$ cat src/rtl/bru_pkg.sv
// Package: shared constants and decoded modifier bundle for the branch unit.
// Assumes the decode stage delivers modifiers already separated into bits.
package bru_pkg;

    // Byte distance between sequential instructions.
    localparam int BRU_PC_STEP = 4;

    // Decoded branch modifiers.
    typedef struct packed {
        logic use_imm;
        logic link;
        logic absolute;
        logic delay;
    } bru_mods_t;

endpackage

$ cat src/rtl/bru_operand_sel.sv
// Module: picks the branch operand from the register or the immediate path.
// Assumes the immediate has already been extended to full width upstream.
module bru_operand_sel #(
    parameter int W = 32
) (
    input  logic         use_imm,
    input  logic [W-1:0] reg_op,
    input  logic [W-1:0] imm_op,
    output logic [W-1:0] operand
);

    // Purpose: immediate modifier chooses the operand source.
    always_comb begin
        operand = use_imm ? imm_op : reg_op;
    end

endmodule

$ cat src/rtl/bru_target_calc.sv
// Module: forms the next PC from the branch PC, operand, absolute bit and taken bit.
// Assumes wrap-around arithmetic modulo 2^W.
module bru_target_calc #(
    parameter int W    = 32,
    parameter int STEP = 4
) (
    input  logic [W-1:0] pc,
    input  logic [W-1:0] operand,
    input  logic         absolute,
    input  logic         taken,
    output logic [W-1:0] next_pc
);

    localparam logic [W-1:0] STEP_W = W'(STEP);

    logic [W-1:0] rel_target;
    logic [W-1:0] fall_pc;
    logic [W-1:0] target;

    // Purpose: compute relative and sequential candidates.
    always_comb begin
        rel_target = pc + operand;
        fall_pc    = pc + STEP_W;
    end

    // Purpose: choose target form, then taken versus fall-through.
    always_comb begin
        target  = absolute ? operand : rel_target;
        next_pc = taken ? target : fall_pc;
    end

endmodule

$ cat src/rtl/bru_link_ctrl.sv
// Module: decides the link write and its data for an accepted branch.
// Assumes register index 0 is hardwired to zero and must never be written.
module bru_link_ctrl #(
    parameter int W  = 32,
    parameter int AW = 5
) (
    input  logic          accept,
    input  logic          link,
    input  logic [AW-1:0] rd,
    input  logic [W-1:0]  pc,
    output logic          we,
    output logic [AW-1:0] wr_rd,
    output logic [W-1:0]  wr_val
);

    logic rd_is_zero;

    // Purpose: gate writes to the zero register and pass the branch PC.
    always_comb begin
        rd_is_zero = (rd == '0);
        we         = accept && link && !rd_is_zero;
        wr_rd      = we ? rd : '0;
        wr_val     = we ? pc : '0;
    end

endmodule

$ cat src/rtl/bru_slot_ctrl.sv
// Module: tracks the delay slot; raises squash after a taken branch without
// the delay modifier and refuses any branch that sits in a squashed slot.
// Assumes one instruction per cycle enters the unit.
module bru_slot_ctrl (
    input  logic clk,
    input  logic rst_n,
    input  logic br_valid,
    input  logic taken,
    input  logic delay,
    output logic accept,
    output logic squash
);

    // Purpose: the slot instruction is dead while squash is high.
    always_comb begin
        accept = br_valid && !squash;
    end

    // Purpose: register the squash pulse for the following instruction.
    always_ff @(posedge clk) begin
        if (!rst_n) begin
            squash <= 1'b0;
        end else begin
            squash <= accept && taken && !delay;
        end
    end

    // squash lasts exactly one cycle.
    assert_squash_single_R9: assert property (@(posedge clk) disable iff (!rst_n)
        squash |=> !squash);

    // a branch in the squashed slot is never accepted.
    assert_slot_refused_R11: assert property (@(posedge clk) disable iff (!rst_n)
        (squash && br_valid) |-> !accept);

endmodule

$ cat src/rtl/bru_unit.sv
// Module: top of the branch target and link unit. Combines operand
// selection, target calculation, link control and slot tracking, and
// registers all results for one-cycle latency.
// Assumes the condition is resolved upstream and delivered as 'taken'.
module bru_unit #(
    parameter int W  = 32,
    parameter int AW = 5
) (
    input  logic          clk,
    input  logic          rst_n,
    input  logic          br_valid,
    input  logic [W-1:0]  pc_in,
    input  logic [W-1:0]  reg_op,
    input  logic [W-1:0]  imm_op,
    input  logic          use_imm,
    input  logic          taken,
    input  logic          mod_link,
    input  logic          mod_abs,
    input  logic          mod_delay,
    input  logic [AW-1:0] rd_idx,
    output logic          out_valid,
    output logic          redirect,
    output logic [W-1:0]  next_pc,
    output logic          link_we,
    output logic [AW-1:0] link_rd,
    output logic [W-1:0]  link_val,
    output logic          squash
);

    import bru_pkg::*;

    localparam logic [W-1:0] STEP_W = W'(BRU_PC_STEP);

    bru_mods_t    mods;
    logic [W-1:0] operand;
    logic [W-1:0] npc_c;
    logic         accept;
    logic         lwe_c;
    logic [AW-1:0] lrd_c;
    logic [W-1:0] lval_c;

    // Purpose: bundle the decoded modifier bits.
    always_comb begin
        mods = '{use_imm: use_imm, link: mod_link, absolute: mod_abs, delay: mod_delay};
    end

    bru_operand_sel #(.W(W)) u_opsel (
        .use_imm (mods.use_imm),
        .reg_op  (reg_op),
        .imm_op  (imm_op),
        .operand (operand)
    );

    bru_target_calc #(.W(W), .STEP(BRU_PC_STEP)) u_tgt (
        .pc       (pc_in),
        .operand  (operand),
        .absolute (mods.absolute),
        .taken    (taken),
        .next_pc  (npc_c)
    );

    bru_slot_ctrl u_slot (
        .clk      (clk),
        .rst_n    (rst_n),
        .br_valid (br_valid),
        .taken    (taken),
        .delay    (mods.delay),
        .accept   (accept),
        .squash   (squash)
    );

    bru_link_ctrl #(.W(W), .AW(AW)) u_link (
        .accept (accept),
        .link   (mods.link),
        .rd     (rd_idx),
        .pc     (pc_in),
        .we     (lwe_c),
        .wr_rd  (lrd_c),
        .wr_val (lval_c)
    );

    // Purpose: register results of an accepted branch; clear otherwise.
    always_ff @(posedge clk) begin
        if (!rst_n) begin
            out_valid <= 1'b0;
            redirect  <= 1'b0;
            next_pc   <= '0;
            link_we   <= 1'b0;
            link_rd   <= '0;
            link_val  <= '0;
        end else begin
            out_valid <= accept;
            redirect  <= accept && taken;
            next_pc   <= accept ? npc_c : '0;
            link_we   <= lwe_c;
            link_rd   <= lrd_c;
            link_val  <= lval_c;
        end
    end

    // the zero register never receives a link write.
    assert_no_zero_link_R8: assert property (@(posedge clk) disable iff (!rst_n)
        link_we |-> (link_rd != '0));

    // a not-taken result is the sequential PC of the branch.
    assert_fallthrough_R6: assert property (@(posedge clk) disable iff (!rst_n)
        (out_valid && !redirect) |-> (next_pc == $past(pc_in) + STEP_W));

    // squash only follows a redirect.
    assert_squash_needs_redirect_R6: assert property (@(posedge clk) disable iff (!rst_n)
        squash |-> (redirect && out_valid));

    // link writes only accompany valid results.
    assert_link_with_valid_R2: assert property (@(posedge clk) disable iff (!rst_n)
        link_we |-> out_valid);

endmodule

$ cat config.mk
export PLATFORM = sky130hd
export DESIGN_NAME = bru_unit
export DESIGN_NICKNAME = d
export VERILOG_FILES = /design/src/rtl/bru_pkg.sv /design/src/rtl/bru_operand_sel.sv /design/src/rtl/bru_target_calc.sv /design/src/rtl/bru_link_ctrl.sv /design/src/rtl/bru_slot_ctrl.sv /design/src/rtl/bru_unit.sv
export SDC_FILE = /design/constraint.sdc
export NUM_CORES = 1
export LEC_CHECK = 0
export ABC_CLOCK_PERIOD_IN_PS = 3800
export BUFFER_PORTS_ARGS = -buffer_cell sky130_fd_sc_hd__buf_2
export CORE_ASPECT_RATIO = 0.7
export CORE_UTILIZATION = 47
export DETAILED_ROUTE_END_ITERATION = 12
export GPL_ROUTABILITY_DRIVEN = 0
export GPL_TIMING_DRIVEN = 1
export PLACE_DENSITY = 0.75
export SYNTH_ARGS = -nofsm -noshare
export SYNTH_HDL_FRONTEND = slang
export SYNTH_HIERARCHICAL = 1
export SYNTH_SLANG_ARGS = --single-unit
$ cat constraint.sdc
create_clock -name clk -period 3.8 [get_ports clk]
set_input_delay 0.76 -clock clk [delete_from_list [all_inputs] [get_ports clk]]
set_output_delay 0.76 -clock clk [all_outputs]
set_load 0.03 [all_outputs]
==> Word level (Yosys, flattened, before mapping) <==
Cells that the tools add are included.
{ "totals": {"regBits": 73, "inputBits": 109, "output_inout_bits": 73, "wordCells": 23} }
{ "classes": {"addsub": 2, "n_mux": 3, "n_reduce_logical": 11} }
{ "ops": {"columns": ["cell", "n"], "rows": [
  ["$mux W32", 3],
  ["$add A32 B3 Y32 const B", 1],
  ["$add A32 B32 Y32", 1],
  ["$logic_and A1 B1 Y1", 5],
  ["$logic_not A5 Y1", 1],
  ["$reduce_and A2 Y1", 2],
  ["$logic_not A1 Y1", 3]
]} }

==> Logic depth before layout (Yosys ltp) <==
{ "depth": {"ltp_word": 5, "mapped_depth": 15, "ltp_nobuf": 13} }

==> Cells and area by module <==
Netlist, hierarchy kept.
{ "modules_own_cells": {"columns": ["mod", "instances", "cells_per_inst", "area_each_um2", "seq_area_each_um2"], "rows": [
  ["bru_target_calc", 1, 429, 2771.4, 0.0],
  ["bru_unit", 1, 154, 1974.4, 1441.4],
  ["bru_operand_sel", 1, 36, 544.3, 0.0],
  ["bru_link_ctrl", 1, 87, 476.7, 0.0],
  ["bru_slot_ctrl", 1, 3, 43.8, 20.0]
]} }

==> Worst setup path after synthesis <==
No wires, ideal clock.
{ "synth_path": {"path_kind": "in2reg", "startpoint": "input use_imm", "endpoint": "register next_pc[31]", "setup_time_ns": 0.060, "arrival_ns": 3.629, "required_ns": 3.740, "path_slack_ns": 0.111, "cell_stages": 15, "n_path_buf": 3, "path_cell_list": "buf_6 -> buf_12 -> mux2_4 -> ha_1 -> buf_2 -> nand4_1 -> o22ai_1 -> a211oi_1 -> a21oi_2 -> a41oi_4 -> o21ai_2 -> a221oi_2 -> mux2_4 -> nand3_1 -> and3_1"} }
{ "synth_via": {"elab_chain_len": 4} }
{ "synth_rtl": {"columns": ["item", "line_no", "rtl"], "rows": [
  ["start: declaration", "bru_unit.sv:15", "input logic use_imm,"],
  ["$mux W32", "bru_operand_sel.sv:14", "operand = use_imm ? imm_op : reg_op;"],
  ["net operand[12]", "bru_unit.sv:35", "logic [W-1:0] operand;"],
  ["$add A32 B32 Y32", "bru_target_calc.sv:22", "rel_target = pc + operand;"],
  ["$mux W32", "bru_target_calc.sv:28", "target = absolute ? operand : rel_target;"],
  ["$mux W32", "bru_target_calc.sv:29", "next_pc = taken ? target : fall_pc;"],
  ["net npc_c[31]", "bru_unit.sv:36", "logic [W-1:0] npc_c;"],
  ["end signal: assignment", "bru_unit.sv:94", "next_pc <= accept ? npc_c : '0;"],
  ["end: declaration", "bru_unit.sv:23", "output logic [W-1:0] next_pc,"]
]} }
The timed path passes the listed nets, and every way through them passes these cells.
A chain may end at the register's enable or synchronous reset.

==> Worst setup path after layout <==
Ends and elaborated chain as after synthesis.

==> impl_metrics.csv <==
group,metric,value,unit
clocking,clkLatencyLatePin,330,ps
placement,dp_slack,-175,ps
cells_and_area,utilization,62.3,%
synth,synthTopCellsByCount,"dfxtp_1 (73), a21oi_1 (70), nand2_1 (65)",
placement,dpl_cell_area,7090,um2
cells_and_area,fin_nets,1053,
floorplan,initial_core_util,48.9,%
clocking,cts_inserted_buffers,9,
timing,finalWorstSetupSlack,166,ps
drt,num_vias,6015,
floorplan,core-area,11900,um2
drt,drt_first_iter_violations,499,
synth,ys_dominant_reg_cell,"dfxtp_1",
floorplan,ios,182,
floorplan,die_w,135,um
global_routing,antenna_found_initial,0,
setup_path,reg2reg_to,"link_val[24]$_SDFF_PN0_",
setup_path,reg2reg_setup_slack,2060,ps
pwr,pwr-share-clk,32.9,%
flow_run,maxCapViolCount,0,
synth,yosysMostFrequentCell,"dfxtp_1",
synth,ys_seq_area_share,25.2,%
floorplan,die_h,95.0,um
clocking,cts_resized,0,
worst_hold_path,hp-class,"primary input to flip-flop",
worst_hold_path,hold_path_end,"u_slot/squash$_SDFF_PN0_",
worst_hold_path,hp-start,"mod_delay",
setup_path,reg2reg_from,"u_slot/squash$_SDFF_PN0_",
pwr,p_sw,0.000872,W
cells_and_area,n_antenna_cell,0,
setup_path,crit_type,"primary input to flip-flop",
placement,place_inst,1057,
clocking,htreeDepth,3,
synth,syn-cell-area,5810,um2
cells_and_area,final_area,7410,um2
pwr,leakagePower,3.69,nW
setup_path,slowest_stage,"a221o_1",
cells_and_area,drive_above_1_share,36.5,%
setup_path,critPathArrivalTime,3850,ps
global_routing,grt_overflow,0,
timing,fmax,0.275,GHz
worst_hold_path,hold_depth,2,
setup_path,worst_setup_path_end_kind,"flip-flop",
synth,synthTopCellsByArea,"dfxtp_1 (25%), mux2_4 (8.0%), ha_1 (6.9%)",
timing,hold_violations,0,
placement,io_buffers,181,
timing,tightest_slew,1010,ps
global_routing,grt_first_pass_wirelength,26500,um
placement,hpwl,13500,um
synth,yosysWarnings,6,
synth,synth_edf_count,0,
clocking,root_buffer,"clkbuf_16",
floorplan,rows,33,
synth,syn_area_per_cell,8.20,um2
clocking,cts.sinks,73,
setup_path,rr_worst_depth,5,
drt,antenna_left,0,
timing,setup_viol,0,
synth,synth.distinct_cells,59,
drt,wl,17500,um
global_routing,grt_max_degree,74,
clocking,clk_pin_slew,60,ps
drt,drtPass1Iterations,5,
setup_path,cpPeakStageDelay,370,ps
setup_path,worstPathMaxFanout,13,
timing,rsz0062_at_grt,"false",
pwr,p_int,0.00172,W
global_routing,grt_usage,26.6,%
clocking,cts_tree,"built",
drt,routed_via_density,5.61,
pwr,p_seq_share,31.1,%
timing,period_needed,3630,ps
pwr,total_power,0.00259,W
synth,ys_seq_elements,73,
drt,wl_per_cell,16.3,um
cells_and_area,layoutNonFillerInstCount,1073,
synth,synth_top_area_share,25.2,%
clocking,postCtsSetupBuffers,0,
drt,drc,0,
cells_and_area,area_delta_synth_final,27.6,%
pwr,power_frac_comb,36.0,%
status,status,"finished, final reports clean",
clocking,cts_max_path_buffers,2,
synth,syn_inst,709,
setup_path,path_cells,"buf_2, buf_12, buf_4, mux2_4, ha_1, a21oi_1, o21ai_0, a221o_1, a41oi_4, o21ai_2, a221oi_4, mux2i_1, nand3_1, and3_1",
global_routing,grt_pass1_vias,5064,
pwr,power_density,350,nW/um2
synth,yosys.area.top_type,"dfxtp_1",
pwr,swShare,33.6,%
setup_path,crit_path_start_kind,"primary input",
clocking,hold_buffers,0,
timing,clock_skew,5.98,ps
pwr,ir_drop,0.191,mV
timing,finalCritPeriodShare,95.6,%
timing,slew-limit-headroom,32.7,%
synth,synth_nets,851,
floorplan,die_area,12800,um2
setup_path,crit_required,4020,ps
synth,synth-async-reset-ratio,0,%
timing,maxSlewViolCount,0,
worst max-delay path by stage:
stage	cells after the start	startpoint	endpoint
3_5_place_dp	14	use_imm	next_pc[31]$_SDFF_PN0_
2_1_floorplan	15	use_imm	next_pc[31]$_SDFF_PN0_
3_3_place_gp	14	use_imm	next_pc[31]$_SDFF_PN0_
5_1_grt	14	use_imm	next_pc[24]$_SDFF_PN0_
6_report	14	use_imm	next_pc[31]$_SDFF_PN0_
4_1_cts	15	use_imm	next_pc[31]$_SDFF_PN0_
power by group through the flow:
| stage | combinational [W] | clock [W] | sequential [W] |
|---|---|---|---|
| after floorplan | 0.000534 | 0 | 0.000890 |
| after global placement | 0.000898 | 0 | 0.000823 |
| after detailed placement | 0.000910 | 0 | 0.000823 |
| after CTS | 0.000915 | 0.000867 | 0.000807 |
| after global routing | 0.00101 | 0.000903 | 0.000809 |
| final | 0.000935 | 0.000853 | 0.000806 |
worst max-delay path: cells and delay by family:
family	cells	cell delay, ps
AOI/OAI and AO/OA	6	1490
adders and majority gates	1	310
and+or+nand+nor	2	260
muxes	2	570
buffers and inverters	3	450
layout by cell type, fill, tap and decap left out, types with 23 or more instances in the layout:
| master | n |
|---|---|
| buf_2 | 181 |
| dfxtp_1 | 73 |
| a21oi_1 | 70 |
| nand2_1 | 65 |
| buf_4 | 57 |
| nand3_1 | 51 |
| nor2_1 | 43 |
| and2_1 | 41 |
| ha_1 | 32 |
| mux2_4 | 31 |
| xnor2_1 | 30 |
| and3_2 | 29 |
| o21ai_0 | 29 |
| xor2_1 | 23 |
kinds of logic (layout without fill, tap and decap cells):
kind of cell	Yosys count	after routing	synth area share (%)
AND/OR/NAND/NOR	278	278	25.4
AO/OA/AOI/OAI	174	174	19.1
flip-flops	73	73	25.2
buffers and inverters	58	265	5.53
XOR/XNOR	53	53	7.99
multiplexers	40	40	9.60
adder cells (fa/ha/maj)	33	33	7.24
per-stage QoR:
| step | setup TNS (ps) | hold WS (ps) |
|---|---|---|
| after floorplan | 0 | 783 |
| after global placement | -547 | 797 |
| after detailed placement | -952 | 796 |
| after CTS | 0 | 727 |
| after global routing | 0 | 730 |
| final | 0 | 736 |
routing by layer:
| metal | global-route usage (%) | vias up | wire (um) |
|---|---|---|---|
| li1 | - | 2936 | - |
| met5 | 0 | - | 0 |
| met4 | 5.62 | 0 | 118 |
| met2 | 37.0 | 312 | 7040 |
| met3 | 3.99 | 12 | 1750 |
| met1 | 41.9 | 2755 | 8550 |
final cells by class:
cell class              instances  area [um2]
inverters                       9        33.8
well taps                     157         196
clock buffers                   9         225
multi-input cells             578        4040
flip-flops and latches         73        1460
repair buffers                240        1370
fillers                      1080        4480
clock inverters                 7        78.8
flip-flops by register name, indices dropped and copies added (netlist names):
register       count
out_valid          1
link_val          32
u_slot/squash      1
next_pc           32
redirect           1
link_rd            5
link_we            1
(Power assumes the default switching activity.)
